$ cat config.mk
export PLATFORM = sky130hd
export DESIGN_NAME = tick_timer_bank
export DESIGN_NICKNAME = d
export VERILOG_FILES = /design/src/rtl/tick_timer_pkg.sv /design/src/rtl/tick_timer_ctrl.sv /design/src/rtl/tick_timer_dp.sv /design/src/rtl/tick_timer_bank.sv
export SDC_FILE = /design/constraint.sdc
export NUM_CORES = 1
export LEC_CHECK = 0
export BUFFER_PORTS_ARGS = -buffer_cell sky130_fd_sc_hd__buf_4
export CELL_PAD_IN_SITES_DETAIL_PLACEMENT = 1
export CELL_PAD_IN_SITES_GLOBAL_PLACEMENT = 2
export CORE_ASPECT_RATIO = 1.2
export CORE_MARGIN = 3
export CORE_UTILIZATION = 34
export DETAILED_ROUTE_END_ITERATION = 10
export GPL_ROUTABILITY_DRIVEN = 0
export PLACE_DENSITY = 0.88
export SLEW_MARGIN = 10
export SYNTH_ARGS = -nofsm -noshare
export SYNTH_HDL_FRONTEND = slang
export SYNTH_SLANG_ARGS = --single-unit
$ cat constraint.sdc
create_clock -name clk -period 3.6 [get_ports clk]
set_input_delay 0.72 -clock clk [delete_from_list [all_inputs] [get_ports clk]]
set_output_delay 0.72 -clock clk [all_outputs]
set_load 0.05 [all_outputs]
$ cat src/rtl/tick_timer_pkg.sv
package tick_timer_pkg;
  localparam int NUM_TIMERS = 4;
  localparam int CNT_W      = 24;
  localparam int SEL_W      = $clog2(NUM_TIMERS);
  localparam int REG_W      = 2;
  localparam int ADDR_W     = SEL_W + REG_W + 1;
  localparam int DIV_MID    = 4;   // log2 of the middle rate divisor
  localparam int DIV_W      = 8;   // log2 of the slow rate divisor

  localparam logic [ADDR_W-1:0] SEC_ADDR = ADDR_W'(1) << (ADDR_W - 1);

  typedef enum logic [1:0] {
    PS_FULL = 2'd0,
    PS_MID  = 2'd1,
    PS_SLOW = 2'd2,
    PS_ALT  = 2'd3
  } presc_e;

  typedef enum logic [REG_W-1:0] {
    REG_RELOAD = 2'd0,
    REG_CTRL   = 2'd1,
    REG_COUNT  = 2'd2,
    REG_STAT   = 2'd3
  } treg_e;

  typedef struct packed {
    logic [NUM_TIMERS-1:0] loadWr;
    logic [NUM_TIMERS-1:0] ctrlWr;
    logic [NUM_TIMERS-1:0] flagClr;
    logic [CNT_W-1:0]      data;
  } tmr_strobe_t;
endpackage

$ cat src/rtl/tick_timer_ctrl.sv
module tick_timer_ctrl
  import tick_timer_pkg::*;
#(
  parameter int RTC_W = 32
) (
  input  logic                             wrEn,
  input  logic [ADDR_W-1:0]                addr,
  input  logic [CNT_W-1:0]                 wrData,
  input  logic [NUM_TIMERS-1:0][CNT_W-1:0] tmrCnt,
  input  logic [NUM_TIMERS-1:0][CNT_W-1:0] tmrRld,
  input  logic [NUM_TIMERS-1:0]            tmrEn,
  input  logic [NUM_TIMERS-1:0]            tmrPer,
  input  logic [NUM_TIMERS-1:0]            tmrFlag,
  input  presc_e [NUM_TIMERS-1:0]          tmrPsel,
  input  logic [RTC_W-1:0]                 rtcSec,
  output tmr_strobe_t                      stb,
  output logic [RTC_W-1:0]                 rdData
);
  logic             isTimer;
  logic [SEL_W-1:0] sel;
  treg_e            regSel;

  assign isTimer = !addr[ADDR_W-1];
  assign sel     = addr[REG_W+SEL_W-1:REG_W];
  assign regSel  = treg_e'(addr[REG_W-1:0]);

  // Write decode into per-timer strobes
  always_comb begin
    stb.data    = wrData;
    stb.loadWr  = '0;
    stb.ctrlWr  = '0;
    stb.flagClr = '0;
    for (int i = 0; i < NUM_TIMERS; i++) begin
      if (wrEn && isTimer && sel == SEL_W'(i)) begin
        stb.loadWr[i]  = (regSel == REG_RELOAD);
        stb.ctrlWr[i]  = (regSel == REG_CTRL);
        stb.flagClr[i] = (regSel == REG_STAT) && wrData[0];
      end
    end
  end

  // Read multiplexer
  always_comb begin
    rdData = '0;
    if (isTimer) begin
      unique case (regSel)
        REG_RELOAD: rdData = RTC_W'(tmrRld[sel]);
        REG_CTRL:   rdData = RTC_W'({tmrPsel[sel], tmrPer[sel], tmrEn[sel]});
        REG_COUNT:  rdData = RTC_W'(tmrCnt[sel]);
        REG_STAT:   rdData = RTC_W'(tmrFlag[sel]);
        default:    rdData = '0;
      endcase
    end else if (addr == SEC_ADDR) begin
      rdData = rtcSec;
    end
  end
endmodule

$ cat src/rtl/tick_timer_dp.sv
module tick_timer_dp
  import tick_timer_pkg::*;
#(
  parameter int CYCLES_PER_SEC = 100_000_000,
  parameter int RTC_W          = 32
) (
  input  logic                             clk,
  input  logic                             rstN,
  input  tmr_strobe_t                      stb,
  output logic [NUM_TIMERS-1:0][CNT_W-1:0] tmrCnt,
  output logic [NUM_TIMERS-1:0][CNT_W-1:0] tmrRld,
  output logic [NUM_TIMERS-1:0]            tmrEn,
  output logic [NUM_TIMERS-1:0]            tmrPer,
  output logic [NUM_TIMERS-1:0]            tmrFlag,
  output presc_e [NUM_TIMERS-1:0]          tmrPsel,
  output logic [RTC_W-1:0]                 rtcSec
);
  localparam int SEC_CW = $clog2(CYCLES_PER_SEC);

  // Shared free-running divider producing one-cycle rate enables
  logic [DIV_W-1:0] divCnt;
  logic             tickMid, tickSlow;

  always_ff @(posedge clk) begin
    if (!rstN) divCnt <= '0;
    else       divCnt <= divCnt + 1'b1;
  end

  assign tickMid  = &divCnt[DIV_MID-1:0];
  assign tickSlow = &divCnt;

  for (genvar g = 0; g < NUM_TIMERS; g++) begin : gTimer
    logic [CNT_W-1:0] cntQ, rldQ;
    logic             enQ, perQ, flagQ;
    presc_e           pselQ;
    logic             rateTick, advance, expire;

    always_comb begin
      unique case (pselQ)
        PS_FULL: rateTick = 1'b1;
        PS_MID:  rateTick = tickMid;
        default: rateTick = tickSlow;
      endcase
    end

    assign advance = enQ && rateTick && (cntQ != '0) && !stb.loadWr[g];
    assign expire  = advance && (cntQ == CNT_W'(1));

    always_ff @(posedge clk) begin
      if (!rstN) begin
        cntQ  <= '0;
        rldQ  <= '0;
        enQ   <= 1'b0;
        perQ  <= 1'b0;
        pselQ <= PS_FULL;
        flagQ <= 1'b0;
      end else begin
        if (stb.ctrlWr[g]) begin
          enQ   <= stb.data[0];
          perQ  <= stb.data[1];
          pselQ <= presc_e'(stb.data[3:2]);
        end
        if (stb.loadWr[g]) begin
          cntQ <= stb.data;
          rldQ <= stb.data;
        end else if (expire) begin
          cntQ <= perQ ? rldQ : '0;
        end else if (advance) begin
          cntQ <= cntQ - 1'b1;
        end
        // expiry outranks a clear arriving on the same edge
        if (expire)                               flagQ <= 1'b1;
        else if (stb.loadWr[g] || stb.flagClr[g]) flagQ <= 1'b0;
      end
    end

    assign tmrCnt[g]  = cntQ;
    assign tmrRld[g]  = rldQ;
    assign tmrEn[g]   = enQ;
    assign tmrPer[g]  = perQ;
    assign tmrFlag[g] = flagQ;
    assign tmrPsel[g] = pselQ;
  end

  // Coarse seconds counter
  logic [SEC_CW-1:0] secCyc;

  always_ff @(posedge clk) begin
    if (!rstN) begin
      secCyc <= '0;
      rtcSec <= '0;
    end else if (secCyc == SEC_CW'(CYCLES_PER_SEC - 1)) begin
      secCyc <= '0;
      rtcSec <= rtcSec + 1'b1;
    end else begin
      secCyc <= secCyc + 1'b1;
    end
  end
endmodule

$ cat src/rtl/tick_timer_bank.sv
module tick_timer_bank
  import tick_timer_pkg::*;
#(
  parameter int CYCLES_PER_SEC = 100_000_000,
  parameter int RTC_W          = 32
) (
  input  logic                  clk,
  input  logic                  rstN,
  input  logic                  wrEn,
  input  logic [ADDR_W-1:0]     addr,
  input  logic [CNT_W-1:0]      wrData,
  output logic [RTC_W-1:0]      rdData,
  output logic [NUM_TIMERS-1:0] irq
);
  tmr_strobe_t                      stb;
  logic [NUM_TIMERS-1:0][CNT_W-1:0] tmrCnt, tmrRld;
  logic [NUM_TIMERS-1:0]            tmrEn, tmrPer, tmrFlag;
  presc_e [NUM_TIMERS-1:0]          tmrPsel;
  logic [RTC_W-1:0]                 rtcSec;

  tick_timer_ctrl #(.RTC_W(RTC_W)) ctrlInst (
    .wrEn(wrEn), .addr(addr), .wrData(wrData),
    .tmrCnt(tmrCnt), .tmrRld(tmrRld), .tmrEn(tmrEn), .tmrPer(tmrPer),
    .tmrFlag(tmrFlag), .tmrPsel(tmrPsel), .rtcSec(rtcSec),
    .stb(stb), .rdData(rdData)
  );

  tick_timer_dp #(.CYCLES_PER_SEC(CYCLES_PER_SEC), .RTC_W(RTC_W)) dpInst (
    .clk(clk), .rstN(rstN), .stb(stb),
    .tmrCnt(tmrCnt), .tmrRld(tmrRld), .tmrEn(tmrEn), .tmrPer(tmrPer),
    .tmrFlag(tmrFlag), .tmrPsel(tmrPsel), .rtcSec(rtcSec)
  );

  assign irq = tmrFlag;
endmodule

==> results of run 1 <==
==> cell families (layout without fill, tap and decap cells) <==
logic type,after synthesis,in the layout,synth area share
simple gates,823,823,0.239
compound gates,560,560,0.210
xor+xnor,105,105,0.0571
mux,81,81,0.0923
buf+inv,184,213,0.0470
fa+ha+maj,11,11,0.00854
flops,279,279,0.347
==> cell type report <==
class	count	area (um^2)	share of cell area
Timing Repair Buffer	134	1060	0.0573
Clock inverter	11	113	0.00611
Inverter	22	87.6	0.00476
Clock buffer	46	902	0.0490
Multi-Input combinational cell	1580	9900	0.538
Tap cell	616	771	0.0419
Sequential cell	279	5590	0.303
==> worst register-to-register path, delay by kind of cell (launching register included) <==
kind             cells  cell delay, ps
flip-flops           1             390
AO/OA/AOI/OAI        1             280
AND/OR/NAND/NOR      5            2550
==> cells in the mapped netlist, types with 36 or more instances <==
| library cell | number |
|---|---|
| a21oi_1 | 247 |
| clkbuf_1 | 126 |
| dfxtp_1 | 279 |
| mux4_2 | 54 |
| nand2_1 | 348 |
| nand3_1 | 85 |
| nor2_1 | 156 |
| nor3_1 | 39 |
| nor4_1 | 36 |
| o21ai_0 | 110 |
| xnor2_1 | 39 |
| xor2_1 | 66 |
==> worst max-delay path by stage <==
stage,end,slack (ps),cells after the start
3_5_place_dp,rdData[9],340,6
2_1_floorplan,rdData[10],3,7
4_1_cts,rdData[9],340,6
5_1_grt,dpInst.gTimer[2].cntQ[7],140,6
6_report,dpInst.gTimer[1].cntQ[13],260,6
3_3_place_gp,rdData[14],400,6
==> cells in the final DEF (no fill, tap or decap), drive strengths merged, types with 46 or more instances in the layout <==
cell / netlist / layout
buf: 34 / 134
xor2: 66 / 66
clkbuf: 128 / 46
nor2: 157 / 157
nand2: 348 / 348
o21ai: 115 / 115
a21oi: 256 / 256
dfxtp: 279 / 279
nand3: 85 / 85
mux4: 54 / 54
==> per-layer routing <==
layer  vias up  GRT usage  wire length [um]
met4         0      0.196              6020
met5         -          0                 0
met3       245     0.0286              4180
met2       654      0.431             31300
li1       7410          -                 -
met1      8072      0.316             25800
==> state kept, by name (all words and copies together) (netlist names) <==
register             count
dpInst.gTimer.cntQ      96
dpInst.gTimer.rldQ      96
dpInst.rtcSec           32
dpInst.secCyc           27
dpInst.divCnt            8
dpInst.gTimer.pselQ      8
dpInst.gTimer.enQ        4
dpInst.gTimer.flagQ      4
dpInst.gTimer.perQ       4
==> report_power, final <==
| part | internal, mW | total (mW) | switching (mW) | leakage, nW |
|---|---|---|---|---|
| clock network | 1.87 | 3.24 | 1.37 | 0.506 |
| registers | 3.12 | 3.17 | 0.0566 | 2.25 |
| logic | 0.291 | 0.813 | 0.522 | 3.86 |
==> run metrics, run 1 <==
fillers 5,533; # setup viols final 0; startpoint types flop; die area 50,000 um^2; largest net degree at the start of global routing 56; reg2reg end dpInst.gTimer[1].cntQ[13]; Synth warnings 0; P&R area growth vs syn 14.3%; Worst EP arrival 3820 ps; Initial Util 0.347; total power 7.22 mW; Mapped Area 16,100 um^2; fin cells 2,688; first-pass GRT wire length 102 mm; die span in y 244 um; Antenna Cells 0; reported max-cap violation count 0; Power Density 392 nW/um^2; Mapped Avg Cell Area 7.89 um^2; R2R cell count 6; post-DP HPWL 49.7 mm; NumNets Final 2,091; Yosys cell types 76; period utilization 0.928; number of global-route vias before repair 16,600; CP bufs+invs 0; clock buffer depth 3; Reg2Reg Setup Slack 260 ps; Hold WS 453 ps; antenna violations before repair 0; Critical Path Fanout Max 15; slew margin rel. 0.360; placeable core area 46,400 um^2; Placement Setup Slack 337 ps; maximum VDD drop 0.000386 V; via count 16,400; setup slack after layout 259 ps; CP max stage cell nor4_1; via/cell ratio 6.09; placed cells 2,631; GRT Overall Usage 0.263; DRT Pass-1 Iters 5; CP peak stage delay 830 ps; Hold Vio Cnt, Final 0; CTS resizes 0; Post-Synthesis Cells 2,043; status completed; Setup TNS 0 ps; wire length per cell 25.0 um; cts bufs inserted 31; Design Area, Final 18,400 um^2; Hold Path Cell Cnt 3; CTS hold repair buffers 0; RSZ-0062 raised after global routing false; Yosys top cell area share 0.347; top_reg_cell synth dfxtp_1; Post-Route Utilization 0.397; Ports 68; type of the worst setup path reg2reg; total global routing overflow 0; layout cell share with drive strength beyond 1 0.143; clock skew 20.4 ps; worst hold path class in2reg; standard-cell row count 86; Final Max Tran Viols 0; WP data required 4080 ps; fmax 299 MHz; latest clock arrival within the worst-skew pair 590 ps; Slew @ Worst Pin 952 ps; IO buf count 67; worst r2r src dpInst.gTimer[1].cntQ[2]; iteration-0 DRC count of the detailed router 1,410; post-synthesis sequential element count 279; Crit path max-delay family simple AND/OR/NAND/NOR gates; Mapped Nets 2,086; dpl cell area 17,400 um^2; top cells by area, synth dfxtp_1 35%, nand2_1 8.1%, a21oi_1 7.7%; final WL 67.3 mm; TritonCTS clock tree yes; CTS root buf clkbuf_16; most frequent CP cell nor4_1; clock tree sinks 279; minimum clock period 3340 ps; htree depth 1; critical path cell sequence nor4_1 > nand2_1 > nor4_1 > or3_1 > nor3_1 > a221o_1; largest area contributor in the netlist dfxtp_1; die width 205 um; sequential area share after synthesis 0.347; CP Launch Point dpInst.gTimer[1].cntQ[2]; ys async rst share 0; Hold EP dpInst.gTimer[1].rldQ[16]; cell leakage power 6.61 nW; Worst-path clk slew 70 ps; hold path start wrData[16]; EDFF count, synth 0; DRC 0; postcts setup bufs 0; Final ANT Viol Nets 0; Worst setup EP type flop
No activity file was read; power rests on OpenSTA's default activity.
==> inputs of run 2 (changes only) <==
CORE_MARGIN = 2   (was 3)
CORE_UTILIZATION = 37   (was 34)
PLACE_DENSITY = 0.9   (was 0.88)
clock period = 3.2 ns   (was 3.6 ns; I/O delays follow)
==> run 2 against run 1 <==
  * Core utilization increased by 4.3 points
  * Final cell count shrank 1.6%
  * Sequential cell count unchanged
  * Via count rose by 0.78%
  * Worst setup slack worse by 130 ps
  * Highest routed layer unchanged
  * Non-clock buffer count rose by 20
  * Die area decreased by 9.6%
  * Count of clock-buffer cells in the layout down 8
  * Critical path depth unchanged
==> run metrics, run 2 (same netlist as run 1, synthesis figures left out) <==
Final ANT Viol Nets 0 (unchanged); CTS root buf clkbuf_16 (unchanged); Post-Route Utilization 0.440 (was 0.397); largest net degree at the start of global routing 136 (was 56); Worst-path clk slew 70 ps (about the same); fillers 5,075 (was 5,533); via count 16,500 (was 16,400); first-pass GRT wire length 103 mm (was 102 mm); GRT Overall Usage 0.295 (was 0.263); clock buffer depth 3 (unchanged); die span in y 233 um (was 244 um); Hold Vio Cnt, Final 0 (unchanged); fmax 325 MHz; worst hold path class in2reg (unchanged); die width 194 um (was 205 um); internal power 6.39 mW (was 5.28 mW); biggest regs dpInst.gTimer.cntQ x96, dpInst.gTimer.rldQ x96, dpInst.rtcSec x32 (unchanged); placeable core area 42,900 um^2 (was 46,400 um^2); CTS hold repair buffers 0 (unchanged); number of global-route vias before repair 17,000 (was 16,600); postcts setup bufs 0 (unchanged); iteration-0 DRC count of the detailed router 1,390 (was 1,410); fin cells 2,644 (was 2,688); placed cells 2,587 (was 2,631); reported max-cap violation count 0 (unchanged); cell leakage power 6.80 nW (was 6.61 nW); Worst EP arrival 2430 ps (was 3820 ps); Setup TNS 0 ps (unchanged); Antenna Cells 0 (unchanged); Initial Util 0.376 (was 0.347); status completed (unchanged); startpoint types input pin (was flop); worst r2r src dpInst.divCnt[0] (was dpInst.gTimer[1].cntQ[2]); clock tree sinks 279 (unchanged); # setup viols final 0 (unchanged); RSZ-0062 raised after global routing false (unchanged); NumNets Final 2,111 (was 2,091); P&R area growth vs syn 17.2% (was 14.3%); Power Density 457 nW/um^2 (was 392 nW/um^2); WP data required 2560 ps (was 4080 ps); hold path start wrData[5] (was wrData[16]); Critical Path Fanout Max 28 (was 15); Hold EP dpInst.gTimer[0].rldQ[5] (was dpInst.gTimer[1].rldQ[16]); Reg2Reg Setup Slack 190 ps (was 260 ps); IO buf count 67 (unchanged); Clk pwr share 0.478 (was 0.448); via/cell ratio 6.24 (was 6.09); final WL 67.2 mm (was 67.3 mm); Design Area, Final 18,900 um^2 (was 18,400 um^2); Switch Pwr 2.24 mW (was 1.95 mW); Ports 68 (unchanged); period utilization 0.961; DRC 0 (unchanged); dpl cell area 17,700 um^2 (was 17,400 um^2); Final Max Tran Viols 0 (unchanged); minimum clock period 3070 ps; Hold Path Cell Cnt 3 (unchanged); antenna violations before repair 0 (unchanged); layout cell share with drive strength beyond 1 0.155 (was 0.143); htree depth 1 (unchanged); die area 45,200 um^2 (was 50,000 um^2); reg2reg end dpInst.gTimer[3].cntQ[0] (was dpInst.gTimer[1].cntQ[13]); wire length per cell 25.4 um (was 25.0 um); most frequent cells in the layout 346 x nand2_1, 279 x dfxtp_1, 247 x a21oi_1 (was 347 x nand2_1, 279 x dfxtp_1, 247 x a21oi_1); clock skew 11.2 ps (was 20.4 ps); TritonCTS clock tree yes (unchanged); R2R cell count 7 (was 6); DRT Pass-1 Iters 6 (was 5); type of the worst setup path in2out (was reg2reg); standard-cell row count 83 (was 86); Worst setup EP type output pin (was flop); Sw Ratio 0.260 (was 0.270); latest clock arrival within the worst-skew pair 580 ps (was 590 ps); CTS resizes 0 (unchanged); Slew @ Worst Pin 1180 ps (was 952 ps); combinational power share 0.109 (was 0.112); slew margin rel. 0.208 (was 0.360); sequential share of power 0.414 (was 0.439); post-DP HPWL 49.4 mm (was 49.7 mm); total global routing overflow 0 (unchanged); commonest non-fill, non-tap cell in the layout nand2_1 (unchanged); cts bufs inserted 31 (unchanged); maximum VDD drop 0.000321 V (was 0.000386 V)
[run 2: through the flow]
step	worst slack, ps	hold slack (ps)	total power [mW]
2_1_floorplan	24.0	430	4.24
3_3_place_gp	204	440	4.53
3_5_place_dp	131	451	4.56
4_1_cts	128	372	8.67
5_1_grt	50.5	390	8.91
6_report	126	386	8.63
[run 2: cell type report]
cell class                 count  area [um^2]  area share
multi-input combinational   1580        10100       0.534
sequential                   279         5590       0.296
timing repair buffer         154         1270      0.0672
clock buffer                  38          852      0.0451
tap                          552          691      0.0366
clock inverter                19          323      0.0171
inverter                      22         87.6     0.00464
[run 2: layer usage]
layer,GRT usage,up-vias,part of all wire,wire length [um]
li1,-,7428,-,-
met1,0.327,8109,0.37,24800
met2,0.499,686,0.47,31500
met3,0.0362,285,0.057,3830
met4,0.264,0,0.10,7010
met5,0,-,0,0
[run 2: how the worst max path moves through the flow]
stage / start / endpoint / slack (ps) / cells after the start
finish: addr[3] / rdData[11] / 130 / 6
global route: dpInst.divCnt[0] / dpInst.gTimer[3].cntQ[0] / 50 / 7
CTS: addr[3] / rdData[11] / 130 / 6
detailed placement: addr[3] / rdData[11] / 130 / 6
global placement: addr[3] / rdData[11] / 200 / 6
floorplan: addr[3] / rdData[1] / 20 / 7
[run 2: power groups by stage]
stage                     sequential, mW  clock, mW  combinational, mW
after floorplan                     3.61          0              0.627
after global placement              3.64          0              0.891
after detailed placement            3.65          0              0.917
after CTS                           3.57       4.17              0.925
after global routing                3.57       4.32               1.01
final                               3.57       4.12              0.937
[run 2: worst max-delay path: stages]
cell and delay, ps:
buf_4 260, buf_12 270, mux4_2 530, mux2i_1 450
o21ai_4 70, buf_4 200
